File: config.mk
export PLATFORM = sky130hd
export DESIGN_NAME = zq_update_seq
export DESIGN_NICKNAME = d
export VERILOG_FILES = /design/src/rtl/zq_seq_pkg.sv /design/src/rtl/zq_window.sv /design/src/rtl/zq_target.sv /design/src/rtl/zq_stepper.sv /design/src/rtl/zq_update_seq.sv
export SDC_FILE = /design/constraint.sdc
export NUM_CORES = 1
export LEC_CHECK = 0
export BUFFER_PORTS_ARGS = -buffer_cell sky130_fd_sc_hd__buf_2
export CAP_MARGIN = 25
export CORE_UTILIZATION = 35
export CTS_CLUSTER_DIAMETER = 30
export DETAILED_ROUTE_END_ITERATION = 10
export PLACE_DENSITY = 0.63
export SETUP_SLACK_MARGIN = 0.2
export SLEW_MARGIN = 20
export SYNTH_ARGS = -nofsm -noshare
export SYNTH_HDL_FRONTEND = slang
export SYNTH_HIERARCHICAL = 1
export SYNTH_SLANG_ARGS = --single-unit
File: constraint.sdc
create_clock -name clk -period 4 [get_ports clk]
set_input_delay 0.4 -clock clk [delete_from_list [all_inputs] [get_ports clk]]
set_output_delay 0.4 -clock clk [all_outputs]
set_load 0.02 [all_outputs]
File: src/rtl/zq_seq_pkg.sv
package zq_seq_pkg;

    typedef enum logic [1:0] {
        STEP_HOLD = 2'd0,
        STEP_UP   = 2'd1,
        STEP_DOWN = 2'd2
    } step_e;

    typedef struct packed {
        logic read_drive;
        logic write_hiz;
        logic desel_hiz;
        logic oe_hiz;
    } bus_state_t;

    function automatic step_e pick_step(input logic below, input logic above);
        if (below)      return STEP_UP;
        else if (above) return STEP_DOWN;
        else            return STEP_HOLD;
    endfunction

    function automatic bus_state_t classify(input logic cs, input logic we, input logic oe_n);
        bus_state_t s;
        s.desel_hiz  = ~cs;
        s.write_hiz  = cs & we;
        s.oe_hiz     = cs & ~we & oe_n;
        s.read_drive = cs & ~we & ~oe_n;
        return s;
    endfunction

endpackage

File: src/rtl/zq_window.sv
module zq_window
    import zq_seq_pkg::*;
(
    input  logic cs,
    input  logic we,
    input  logic oe_n,
    output logic win
);
    bus_state_t st;

    always_comb begin
        st  = classify(cs, we, oe_n);
        win = st.write_hiz | st.desel_hiz | st.oe_hiz;
    end
endmodule

File: src/rtl/zq_target.sv
module zq_target #(
    parameter int CODE_W = 10
) (
    input  logic              clk,
    input  logic              rst,
    input  logic [CODE_W-1:0] tgt_code,
    input  logic              ref_open,
    output logic [CODE_W-1:0] tgt_q
);
    localparam logic [CODE_W-1:0] MAX_CODE = {CODE_W{1'b1}};

    always_ff @(posedge clk) begin
        if (rst)           tgt_q <= '0;
        else if (ref_open) tgt_q <= MAX_CODE;
        else               tgt_q <= tgt_code;
    end
endmodule

File: src/rtl/zq_stepper.sv
module zq_stepper
    import zq_seq_pkg::*;
#(
    parameter int CODE_W = 10
) (
    input  logic              clk,
    input  logic              rst,
    input  logic              win,
    input  logic [CODE_W-1:0] tgt_q,
    output logic [CODE_W-1:0] code
);
    localparam logic [CODE_W-1:0] ONE = CODE_W'(1);

    step_e             dir;
    logic [CODE_W-1:0] code_nxt;

    always_comb begin
        dir      = pick_step(code < tgt_q, code > tgt_q);
        code_nxt = code;
        if (win) begin
            case (dir)
                STEP_UP:   code_nxt = code + ONE;
                STEP_DOWN: code_nxt = code - ONE;
                default:   code_nxt = code;
            endcase
        end
    end

    always_ff @(posedge clk) begin
        if (rst) code <= '0;
        else     code <= code_nxt;
    end
endmodule

File: src/rtl/zq_update_seq.sv
module zq_update_seq #(
    parameter int CODE_W = 10
) (
    input  logic              clk,
    input  logic              rst,
    input  logic [CODE_W-1:0] tgt_code,
    input  logic              ref_open,
    input  logic              cs,
    input  logic              we,
    input  logic              oe_n,
    output logic [CODE_W-1:0] drive_code,
    output logic              drv_hiz
);
    logic [CODE_W-1:0] tgt_q;

    zq_window u_window (
        .cs   (cs),
        .we   (we),
        .oe_n (oe_n),
        .win  (drv_hiz)
    );

    zq_target #(.CODE_W(CODE_W)) u_target (
        .clk      (clk),
        .rst      (rst),
        .tgt_code (tgt_code),
        .ref_open (ref_open),
        .tgt_q    (tgt_q)
    );

    zq_stepper #(.CODE_W(CODE_W)) u_stepper (
        .clk   (clk),
        .rst   (rst),
        .win   (drv_hiz),
        .tgt_q (tgt_q),
        .code  (drive_code)
    );
endmodule

======== Yosys cells after proc, flatten, opt, wreduce, memory -nomap -nowiden ========
Cells that the tools add are included.
word-level totals
  input port bits ......................... 16
  bits in registers ....................... 20
  logic and storage cells ................. 21
operators by class
  eq/ne operators ......................... 2
  bitwise logic cells ..................... 7
  add/sub/neg operators ................... 2
  muxes and demuxes ....................... 4
  reductions and logical operators ........ 2
  order comparisons ....................... 2
operator list
  operator                                                              count
  10-bit one-hot mux with 2 select lines                                1
  10-bit by 1-bit adder with 10-bit output, second input constant       1
  10-bit greater-than comparator                                        1
  10-bit less-than comparator                                           1
  10-bit two-way mux                                                    1
  10-bit by 1-bit subtractor with 10-bit output, second input constant  1
  2-bit two-way mux                                                     2
  1-bit AND                                                             3
  2-bit by 1-bit == test with 1-bit output, second input constant       1
  2-bit == test, second input constant                                  1
  1-bit NOT                                                             2
  1-bit bitwise OR                                                      2
  2-bit AND reduction                                                   1
  2-bit nonzero test                                                    1

======== Longest topological paths before layout ========
  depth in word-level cells ............... 6
  gate-level depth with buffers ........... 13
  gate-level depth less buffers ........... 13

======== Cells and area by module ========
Netlist, hierarchy kept.
by module, submodules not included
  module      area each (µm²)  instances  cells an instance
  zq_stepper  1007.2           1          117
  zq_target   311.5            1          21
  zq_window   8.8              1          1

======== Worst setup path before layout ========
No wires, ideal clock.
  path type ............................... flip-flop to flip-flop
  start point ............................. register u_stepper.code[0]
  end point ............................... register u_stepper.code[9]
  required time ........................... 3.877 ns
  arrival ................................. 3.400 ns
  library setup time ...................... 0.123 ns
  path buffers ............................ 0
  cell stages (with the launch flop) ...... 14
  slack ................................... 0.476 ns
  cells stage by stage .................... dfxtp_1 -> inv_1 -> ha_1 -> nand2b_1 -> a211oi_2 -> a2111oi_4 -> a31oi_1 -> ha_1 -> a211oi_2 -> o211ai_1 -> a31o_1 -> a21oi_2 -> mux2i_1 -> mux2_1
on the way
  cells in the longest elaborated chain, start to end .. 6
  elaborated cells on any way between the ends .. 11
RTL lines
  what                                                                       line              RTL
  start, declared                                                            zq_stepper.sv:10  output logic [CODE_W-1:0] code
  start signal, assigned                                                     zq_stepper.sv:31  else code <= code_nxt;
  10-bit greater-than comparator                                             zq_stepper.sv:18  dir = pick_step(code < tgt_q, code > tgt_q);
  2-bit two-way mux                                                          zq_seq_pkg.sv:18  else if (above) return STEP_DOWN;
  2-bit two-way mux                                                          zq_seq_pkg.sv:17  if (below) return STEP_UP;
  2-bit by 1-bit == test with 1-bit output or 2-bit == test (tied branches)  zq_stepper.sv:21  case (dir)
  2-bit nonzero test (no source line)                                        --
  2-bit AND reduction (no source line)                                       --
Parallel ways exist; a longest one is shown, timed or not.
A chain may end at the register's enable or synchronous reset.

======== Worst setup path in the final report ========
Ends and elaborated chain as after synthesis.

==> results.py <==
metrics = {
    "die": {
        "ios": 27,
        "die_h_um": 63.6,
        "start_util_pct": 36.3,
        "fp-row-count": 22,
        "coreArea_um2": 3660,
        "die_w_um": 63.6,
        "design.die.area_um2": 4040,
    },
    "timing": {
        "finalCriticalPeriod_ns": 3.51,
        "timing.final.ws_setup_ns": 0.488,
        "slew_headroom_pct": 64.6,
        "tightest_slew_ns": 0.530,
        "rsz0062_at_grt": "no",
        "setup_tns_ns": 0,
        "finalCritPeriodShare_pct": 87.8,
        "finalSetupViolations": 0,
        "hold_viol": 0,
        "final_max_slew_viol_count": 0,
        "skew_ns": 0.00524,
        "max_freq_mhz": 285,
    },
    "clock_tree": {
        "clock-root-buffer": "clkbuf_8",
        "cts_tree": "built",
        "postCtsSetupBuffers": 0,
        "path_clk_slew_ns": 0.08,
        "cts_buffers": 3,
        "clk_latency_ns": 0.26,
        "clk_path_buf_depth": 2,
        "htree_levels": 1,
        "hold_buffers": 0,
        "cts.sinks": 20,
        "ctsResizeCount": 0,
    },
    "yosys": {
        "synth.distinct_cells": 33,
        "yosys-top-cells-area": "dfxtp_1 (30%), ha_1 (17%), o21ba_1 (7.5%), mux2i_1 (6.8%), nor2_1 (4.8%)",
        "syn_area_um2": 1330,
        "synth_commonest_cells": "dfxtp_1 (20), ha_1 (18), nor2_1 (17)",
        "syn_inst": 139,
        "synthDominantCellAreaShare_pct": 30.2,
        "synth_warnings": 6,
        "synth_edf_count": 0,
        "postSynth.asyncResetShare_pct": 0,
        "avgSynthCellArea_um2": 9.55,
        "syn-num-nets": 174,
        "synth_flop_cell": "dfxtp_1",
        "ys_seq_elements": 20,
        "synth-seq-area-share_pct": 30.2,
        "synthMostInstantiatedCell": "dfxtp_1",
        "yosys.area.top_type": "dfxtp_1",
    },
    "critical_path": {
        "cp.required_ns": 4.15,
        "crit_family": "compound AO/OA/AOI/OAI gates",
        "cp_slowest_cell": "a31oi_2",
        "reg2reg_slack_ns": 0.49,
        "worst_setup_path_start_kind": "flip-flop",
        "arrival_ns": 3.66,
        "timing.critical_path.buf_inv": 1,
        "max_stage_delay_ns": 0.46,
        "endpoint_kind": "flip-flop",
        "cp_max_fo": 9,
        "crit_path_cell_trace": "inv_1 > ha_1 > nand2b_1 > a211oi_2 > a2111oi_4 > a31oi_2 > ha_1 > a211oi_2 > o211ai_1 > a31o_1 > a21oi_2 > mux2i_1 > mux2_1",
        "critical_path_class": "flip-flop to flip-flop",
    },
    "power": {
        "combPwrFrac_pct": 46.8,
        "sw_frac_of_total_pct": 37.5,
        "power.density_nw_per_um2": 552,
        "p_int_mw": 0.544,
        "ir_drop_uv": 263,
        "power_mw": 0.870,
        "p_leak_nw": 0.785,
        "pwr-share-clk_pct": 23.1,
        "p_sw_mw": 0.326,
        "pwr-share-seq_pct": 30.1,
    },
    "final_layout": {
        "diodes": 0,
        "final_core_util_pct": 43.1,
        "final_cells": 215,
        "nNetsFinal": 203,
        "syn_to_final_growth_pct": 18.8,
        "num-fill-cells": 355,
        "drive_gt1_share_pct": 22.2,
    },
    "worst_hold_path": {
        "worstHoldPathType": "input port to flip-flop",
    },
    "placement": {
        "pre_cts_ws_ns": 0.264,
        "dp_hpwl_mm": 2.09,
        "port_buffers": 26,
        "gp_congestion": 0.858,
        "placed_cells": 211,
    },
    "routing": {
        "wl_per_cell_um": 12.2,
        "wl_mm": 2.62,
        "vias_per_cell": 4.88,
        "drtIter0Drc": 51,
        "drt_pre_antenna_iters": 4,
        "antenna_left": 0,
        "drcViolationCount": 0,
        "vias": 1050,
    },
    "grt": {
        "antenna_found_initial": 0,
        "grt_overflow": 0,
        "track_usage_pct": 14.2,
        "grt_pass1_wl_mm": 4.56,
        "grt_max_degree": 22,
        "grt_pass1_vias": 1076,
    },
    "run_status": {
        "status": "complete, no violations",
    },
    "job": {
        "max-cap-violations": 0,
    },
}
-- layout make-up --
cell class | instances | area [µm²] | area share (%)
Multi-Input combinational cell | 103 | 858 | 54.4
Sequential cell | 20 | 400 | 25.4
Timing Repair Buffer | 27 | 138 | 8.73
Tap cell | 48 | 60.1 | 3.81
Inverter | 13 | 48.8 | 3.10
Clock buffer | 3 | 41.3 | 2.62
Clock inverter | 1 | 30.0 | 1.90
-- layout by cell type (no fill, tap or decap), types with 2 or more instances in the layout --
master / n
buf_2: 26
dfxtp_1: 20
ha_1: 18
nor2_1: 17
inv_1: 13
o21ba_1: 10
mux2i_1: 9
a21oi_1: 6
xnor2_1: 6
nand2_1: 5
clkbuf_8: 3
o21ai_1: 3
a211oi_2: 3
nand3_1: 3
nand4_1: 2
o21ai_0: 2
xor2_1: 2
o211ai_1: 2
o21bai_1: 2
-- power groups by stage --
stage / clock network, mW / registers (mW) / logic (mW)
2_1_floorplan: 0 / 0.285 / 0.294
3_3_place_gp: 0 / 0.266 / 0.389
3_5_place_dp: 0 / 0.267 / 0.403
4_1_cts: 0.207 / 0.262 / 0.406
5_1_grt: 0.217 / 0.267 / 0.457
6_report: 0.201 / 0.262 / 0.408
-- per-layer routing --
layer  vias up  GRT usage [%]  routed length [µm]
met3         2           4.35                  90
met1       483           17.1                1240
met4         0           1.70                  11
li1        546              -                   -
met5         -              0                   0
met2        19           25.1                1280
-- worst paths after layout --
check	depth (start not counted)	endpoint	startpoint
min reg2reg	2	u_stepper/code[2]	u_stepper/code[2]
min	2	u_target/tgt_q[8]	tgt_code[8]
max	13	u_stepper/code[9]	u_stepper/code[0]
max reg2reg	13	u_stepper/code[9]	u_stepper/code[0]
-- cell families after synthesis --
group                      after synthesis  synth area share [%]
DFF                                     20                  30.2
AOI/OAI and AO/OA                       34                  21.9
xor gates and xnor gates                 8                  5.28
muxes                                   10                  7.63
and+or+nand+nor                         32                  10.9
adders and majority gates               19                  18.5
buffers and inverters                   16                  5.65
-- metrics by stage --
stage	hold WS (ns)	cell area, µm²
floorplan	0.520	1330
global placement	0.560	1490
detailed placement	0.577	1500
CTS	0.342	1570
global route	0.338	1580
finish	0.347	1580
-- registers in the layout, summed over array words and instances, names as in the netlist --
name	count
u_stepper/code	10
u_target/tgt_q	10
No activity file was read; power rests on OpenSTA's default activity.
